[config.mk]
export PLATFORM = sky130hd
export DESIGN_NAME = bse_eval
export DESIGN_NICKNAME = d
export VERILOG_FILES = /design/src/rtl/bse_pkg.sv /design/src/rtl/bse_flag_cond.sv /design/src/rtl/bse_branch_cond.sv /design/src/rtl/bse_skip_cond.sv /design/src/rtl/bse_cost.sv /design/src/rtl/bse_eval.sv
export SDC_FILE = /design/constraint.sdc
export NUM_CORES = 1
export LEC_CHECK = 0
export ABC_AREA = 1
export ABC_CLOCK_PERIOD_IN_PS = 800
export BUFFER_PORTS_ARGS = -buffer_cell sky130_fd_sc_hd__buf_2
export CAP_MARGIN = 20
export CORE_MARGIN = 2
export CORE_UTILIZATION = 43
export DETAILED_ROUTE_END_ITERATION = 7
export GPL_ROUTABILITY_DRIVEN = 0
export PLACE_DENSITY = 0.79
export SKIP_CTS_REPAIR_TIMING = 1
export SYNTH_ARGS = -nofsm -noshare
export SYNTH_HDL_FRONTEND = slang
export SYNTH_SLANG_ARGS = --single-unit
[constraint.sdc]
create_clock -name clk_i -period 0.8 [get_ports clk_i]
set_input_delay 0.12 -clock clk_i [delete_from_list [all_inputs] [get_ports clk_i]]
set_output_delay 0.12 -clock clk_i [all_outputs]
set_load 0.01 [all_outputs]
[src/rtl/bse_pkg.sv]
package bse_pkg;
  // status byte bit positions
  localparam int FLG_C = 0;
  localparam int FLG_Z = 1;
  localparam int FLG_N = 2;
  localparam int FLG_V = 3;
  localparam int FLG_S = 4;
  localparam int FLG_H = 5;
  localparam int FLG_T = 6;
  localparam int FLG_I = 7;

  // condition pair that tests N xor V instead of a single flag
  localparam int PAIR_SIGNED = 4;

  typedef enum logic [3:0] {
    CLS_NONE        = 4'd0,
    CLS_BR_SET      = 4'd1,
    CLS_BR_CLR      = 4'd2,
    CLS_BR_COND     = 4'd3,
    CLS_SKIP_EQ     = 4'd4,
    CLS_SKIP_RB_CLR = 4'd5,
    CLS_SKIP_RB_SET = 4'd6,
    CLS_SKIP_IO_CLR = 4'd7,
    CLS_SKIP_IO_SET = 4'd8
  } cls_e;

  // flag tested by each condition pair; code bit 0 inverts
  function automatic int pair_flag(input int p);
    case (p)
      0:       return FLG_Z;
      1, 2:    return FLG_C;
      3:       return FLG_N;
      5:       return FLG_H;
      6:       return FLG_T;
      7:       return FLG_V;
      default: return FLG_Z;
    endcase
  endfunction
endpackage

[src/rtl/bse_flag_cond.sv]
module bse_flag_cond import bse_pkg::*; #(
  parameter int SREG_W = 8,
  parameter int CC_W   = 4
) (
  input  logic [SREG_W-1:0] sreg_i,
  input  logic [CC_W-1:0]   code_i,
  output logic              hit_o
);
  localparam int NPAIR = 1 << (CC_W - 1);

  logic [NPAIR-1:0] pair_raw;

  for (genvar p = 0; p < NPAIR; p++) begin : g_pair
    if (p == PAIR_SIGNED) begin : g_sgn
      assign pair_raw[p] = sreg_i[FLG_N] ^ sreg_i[FLG_V];
    end else begin : g_bit
      assign pair_raw[p] = sreg_i[pair_flag(p)];
    end
  end

  assign hit_o = pair_raw[code_i[CC_W-1:1]] ^ code_i[0];
endmodule

[src/rtl/bse_branch_cond.sv]
module bse_branch_cond import bse_pkg::*; #(
  parameter int SREG_W = 8,
  parameter int IDX_W  = $clog2(SREG_W),
  parameter int CLS_W  = 4,
  parameter int CC_W   = 4
) (
  input  logic [CLS_W-1:0]  class_i,
  input  logic [SREG_W-1:0] sreg_i,
  input  logic [IDX_W-1:0]  bit_idx_i,
  input  logic [CC_W-1:0]   cond_i,
  output logic              is_branch_o,
  output logic              hit_o
);
  logic code_hit;
  logic sel_bit;

  bse_flag_cond #(.SREG_W(SREG_W), .CC_W(CC_W)) u_flag (
    .sreg_i (sreg_i),
    .code_i (cond_i),
    .hit_o  (code_hit)
  );

  assign sel_bit = sreg_i[bit_idx_i];

  always_comb begin
    is_branch_o = 1'b0;
    hit_o       = 1'b0;
    if (class_i == CLS_W'(CLS_BR_SET)) begin
      is_branch_o = 1'b1;
      hit_o       = sel_bit;
    end else if (class_i == CLS_W'(CLS_BR_CLR)) begin
      is_branch_o = 1'b1;
      hit_o       = ~sel_bit;
    end else if (class_i == CLS_W'(CLS_BR_COND)) begin
      is_branch_o = 1'b1;
      hit_o       = code_hit;
    end
  end
endmodule

[src/rtl/bse_skip_cond.sv]
module bse_skip_cond import bse_pkg::*; #(
  parameter int SREG_W = 8,
  parameter int IDX_W  = $clog2(SREG_W),
  parameter int CLS_W  = 4
) (
  input  logic [CLS_W-1:0]  class_i,
  input  logic [SREG_W-1:0] test_byte_i,
  input  logic [IDX_W-1:0]  bit_idx_i,
  input  logic              regs_eq_i,
  output logic              is_skip_o,
  output logic              hit_o
);
  logic bit_val;

  assign bit_val = test_byte_i[bit_idx_i];

  always_comb begin
    is_skip_o = 1'b1;
    hit_o     = 1'b0;
    case (class_i)
      CLS_W'(CLS_SKIP_EQ):     hit_o = regs_eq_i;
      CLS_W'(CLS_SKIP_RB_CLR),
      CLS_W'(CLS_SKIP_IO_CLR): hit_o = ~bit_val;
      CLS_W'(CLS_SKIP_RB_SET),
      CLS_W'(CLS_SKIP_IO_SET): hit_o = bit_val;
      default:                 is_skip_o = 1'b0;
    endcase
  end
endmodule

[src/rtl/bse_cost.sv]
module bse_cost #(
  parameter int OFS_W    = 7,
  parameter int PC_INC_W = 16,
  parameter int CYC_W    = 2
) (
  input  logic                is_branch_i,
  input  logic                br_hit_i,
  input  logic                is_skip_i,
  input  logic                skip_hit_i,
  input  logic                two_word_i,
  input  logic [OFS_W-1:0]    offset_i,
  output logic                taken_o,
  output logic [PC_INC_W-1:0] pc_inc_o,
  output logic [CYC_W-1:0]    cycles_o
);
  localparam logic [PC_INC_W-1:0] INC_ONE = PC_INC_W'(1);
  localparam int                  EXT_W   = PC_INC_W - OFS_W;

  logic [PC_INC_W-1:0] ofs_ext;
  logic [1:0]          skip_len;

  assign ofs_ext  = {{EXT_W{offset_i[OFS_W-1]}}, offset_i};
  assign skip_len = two_word_i ? 2'd3 : 2'd2;

  always_comb begin
    taken_o  = 1'b0;
    pc_inc_o = INC_ONE;
    cycles_o = CYC_W'(1);
    if (is_branch_i && br_hit_i) begin
      taken_o  = 1'b1;
      pc_inc_o = ofs_ext + INC_ONE;
      cycles_o = CYC_W'(2);
    end else if (is_skip_i && skip_hit_i) begin
      taken_o  = 1'b1;
      pc_inc_o = PC_INC_W'(skip_len);
      cycles_o = CYC_W'(skip_len);
    end
  end
endmodule

[src/rtl/bse_eval.sv]
module bse_eval import bse_pkg::*; #(
  parameter int SREG_W   = 8,
  parameter int IDX_W    = $clog2(SREG_W),
  parameter int CLS_W    = 4,
  parameter int CC_W     = 4,
  parameter int OFS_W    = 7,
  parameter int PC_INC_W = 16,
  parameter int CYC_W    = 2
) (
  input  logic                clk_i,
  input  logic                rst_ni,
  input  logic                valid_i,
  input  logic [CLS_W-1:0]    class_i,
  input  logic [SREG_W-1:0]   sreg_i,
  input  logic [IDX_W-1:0]    bit_idx_i,
  input  logic [CC_W-1:0]     cond_i,
  input  logic [SREG_W-1:0]   test_byte_i,
  input  logic                regs_eq_i,
  input  logic                next_two_word_i,
  input  logic [OFS_W-1:0]    offset_i,
  output logic                valid_o,
  output logic                taken_o,
  output logic [PC_INC_W-1:0] pc_inc_o,
  output logic [CYC_W-1:0]    cycles_o
);
  logic                is_branch, br_hit, is_skip, skip_hit;
  logic                taken_d;
  logic [PC_INC_W-1:0] pc_inc_d;
  logic [CYC_W-1:0]    cycles_d;

  bse_branch_cond #(
    .SREG_W(SREG_W), .IDX_W(IDX_W), .CLS_W(CLS_W), .CC_W(CC_W)
  ) u_branch (
    .class_i     (class_i),
    .sreg_i      (sreg_i),
    .bit_idx_i   (bit_idx_i),
    .cond_i      (cond_i),
    .is_branch_o (is_branch),
    .hit_o       (br_hit)
  );

  bse_skip_cond #(
    .SREG_W(SREG_W), .IDX_W(IDX_W), .CLS_W(CLS_W)
  ) u_skip (
    .class_i     (class_i),
    .test_byte_i (test_byte_i),
    .bit_idx_i   (bit_idx_i),
    .regs_eq_i   (regs_eq_i),
    .is_skip_o   (is_skip),
    .hit_o       (skip_hit)
  );

  bse_cost #(
    .OFS_W(OFS_W), .PC_INC_W(PC_INC_W), .CYC_W(CYC_W)
  ) u_cost (
    .is_branch_i (is_branch),
    .br_hit_i    (br_hit),
    .is_skip_i   (is_skip),
    .skip_hit_i  (skip_hit),
    .two_word_i  (next_two_word_i),
    .offset_i    (offset_i),
    .taken_o     (taken_d),
    .pc_inc_o    (pc_inc_d),
    .cycles_o    (cycles_d)
  );

  always_ff @(posedge clk_i or negedge rst_ni) begin
    if (!rst_ni) begin
      valid_o  <= 1'b0;
      taken_o  <= 1'b0;
      pc_inc_o <= '0;
      cycles_o <= '0;
    end else begin
      valid_o <= valid_i;
      if (valid_i) begin
        taken_o  <= taken_d;
        pc_inc_o <= pc_inc_d;
        cycles_o <= cycles_d;
      end
    end
  end
endmodule

==> results.yml <==
run_status:
  outcome: "finished, violations left"
  failed_checks: "negative setup slack"
die:
  rows: 17
  die_x_um: 52.61
  ioPinCount: 59
  die_y_um: 52.61
  start_util: 0.4549
  coreArea_um2: 2233
  die-area_um2: 2767
sta:
  period_share: 1.368
  clock_skew_ps: 0
  setup_slack_ps: -294.1
  timing.final.crit_period_ps: 1094
  setup_viol: 30
  rsz0062_at_grt: "true"
  max-slew-margin-rel: 0.8366
  tightest_slew_ps: 245.1
  finalHoldViolCount: 0
  holdWs_ps: 141.8
  maxSlewViolCount: 0
  clock.fmax_mhz: 914.0
cts:
  clkTransAtPathRegs_ps: 60
  cts_max_path_buffers: 2
  h-tree-depth: 1
  clock-root-buffer: "clkbuf_4"
  cts-buffers-inserted: 3
  cts_sinks: 11
  cts_tree: "done"
  clkLatencyLatePin_ps: 270
power_and_ir_drop:
  p_leak_nw: 0.9286
  power.density_nw_per_um2: 1085
  vdd_drop_max_mv: 0.6156
worst_setup_path:
  cp.required_ps: 990
  ff2ff_setup_slack_ps: 40
  slowest_stage: "nor2_1"
  crit_top_cell: "nand2_2"
  critPathKind: "input port to flip-flop"
  crit_path_max_incr_delay_ps: 130
  end_kind: "flip-flop"
  path_cells: "buf_12, nand2_2, nand2_1, nor2_1, nor2_1, nand2_2, nand3_2, nand3_2, nand2_1, nand2_2, nand2_4, buf_6, o21ai_2"
  crit_buf_inv: 2
  crit_family: "simple AND/OR/NAND/NOR gates"
  cp.arrival_ps: 1290
  start_kind: "input port"
  cp_max_fo: 8
layout:
  final_nets: 281
  syn2layout_area_growth_pct: 55.54
  n_antenna_cell: 0
  fill_cells: 189
  drive_above_1_share: 0.4750
detailed_routing:
  first_iter_violations: 25
  dr_total_vias: 1279
  vias_per_cell: 4.772
  drt_wl_total_um: 2894
  avgRoutedWirePerCell_um: 10.80
  drcViolationCount: 0
  postRouteAntennaNets: 0
  firstDrtPassIters: 4
synth:
  async_flop_share: 1.000
  syn_area_um2: 1016
  yosysSeqAreaShare: 0.2709
  synth_edf_count: 0
  synth_nets: 208
  synth_cell_types: 23
  avgSynthCellArea_um2: 6.047
  yosysWarnings: 0
  synthFlopType: "dfrtp_1"
  synth_seq_cells: 11
  netlist_instances: 168
global_route:
  grtUsageTotal: 0.1918
  gr-total-overflow: 0
  grt_pass1_vias: 1094
  antenna_found_initial: 0
  grt_pass1_wl_um: 4153
  grt_max_degree: 12
placement:
  numPortBuffers: 58
  dp_hpwl_um: 2049
  dp_slack_ps: -542.5
min_path:
  hp-class: "input port to flip-flop"
flow_run:
  drv_cap: 0
## metrics by stage
stage	power (mW)	utilization	setup TNS, ps	instances	cell area (um^2)
finish	1.714	0.7076	-5215	268	1580
global route	1.824	0.7076	-6782	268	1580
CTS	1.558	0.6101	-5081	257	1363
detailed placement	1.182	0.5983	-4723	253	1336
global placement	1.175	0.5983	-4453	253	1336
floorplan	0.9530	-	-2720	168	1027
## synthesized netlist by cell type (2+ instances only)
| master | number | area share |
|---|---|---|
| nand2_1 | 57 | 0.21 |
| inv_1 | 22 | 0.081 |
| nand3_1 | 17 | 0.084 |
| nor2_1 | 17 | 0.063 |
| o21ai_0 | 12 | 0.059 |
| dfrtp_1 | 11 | 0.27 |
| buf_4 | 9 | 0.066 |
| a21oi_1 | 3 | 0.015 |
| inv_2 | 2 | 0.0074 |
| nand2_2 | 2 | 0.012 |
| nand2_4 | 2 | 0.022 |
| nor3_1 | 2 | 0.0099 |
| o211ai_1 | 2 | 0.015 |
## flip-flops by register name, summed over array words and instances, names as in the netlist
name      cells
valid_o       1
taken_o       1
pc_inc_o      8
cycles_o      1
## path summary, 6_finish.rpt
kind | from | endpoint | cells past startpoint
worst max-delay path | cond_i[1] | pc_inc_o[5] | 13
min in group asynchronous | rst_ni | taken_o | 2
max in group asynchronous | rst_ni | pc_inc_o[14] | 2
worst max register to register | cycles_o[0] | cycles_o[0] | 3
worst min-delay path | offset_i[6] | pc_inc_o[14] | 3
worst min register to register | pc_inc_o[3] | pc_inc_o[3] | 2
## per-layer routing
| metal | up-vias | wire, um | global-route usage | share of wire |
|---|---|---|---|---|
| met5 | - | 0 | 0 | 0 |
| met2 | 45 | 1600 | 0.3625 | 0.55 |
| met3 | 5 | 122 | 0.02000 | 0.042 |
| met1 | 567 | 1140 | 0.2304 | 0.39 |
| li1 | 662 | - | - | - |
| met4 | 0 | 30 | 0.03846 | 0.010 |
## placed cells by master, fill, tap and decap left out, drive strengths merged
cell         instances
a21oi                3
o21ai               13
nor2                17
a31o                 1
clkbuf               5
ha                   1
inv                 25
o211ai               2
nand4                1
buf                 76
dlygate4sd3          2
nand3               18
o31ai                1
nand2               61
nor3                 2
nand3b               1
dfrtp               11
## logic make-up after synthesis
logic type / count (synthesis) / share of synthesized area
AOI/OAI and AO/OA: 20 / 0.1133
adders and majority gates: 1 / 0.01231
DFF: 11 / 0.2709
buffers and inverters: 36 / 0.1786
and+or+nand+nor: 100 / 0.4249
## power by group
part           switching, mW  total, mW  internal [mW]
sequential            0.0263      0.624          0.597
clock                  0.192      0.385          0.193
combinational          0.364      0.706          0.342
total                  0.582       1.71           1.13
## area by class of cell
class,instances,area [um^2],share of cell area
multi-input combinational,121,633.1,0.4006
sequential,11,276.5,0.1750
tap,28,35.03,0.02217
timing repair buffer,79,503.0,0.3183
inverter,25,106.4,0.06730
clock buffer,4,26.28,0.01663
## worst reg2reg max path, stage by stage (launching register included)
cell,delay (ps)
dfrtp_1,400
buf_4,140
nand2_1,70
o21ai_2,50
Power figures use the tool's default switching activity.
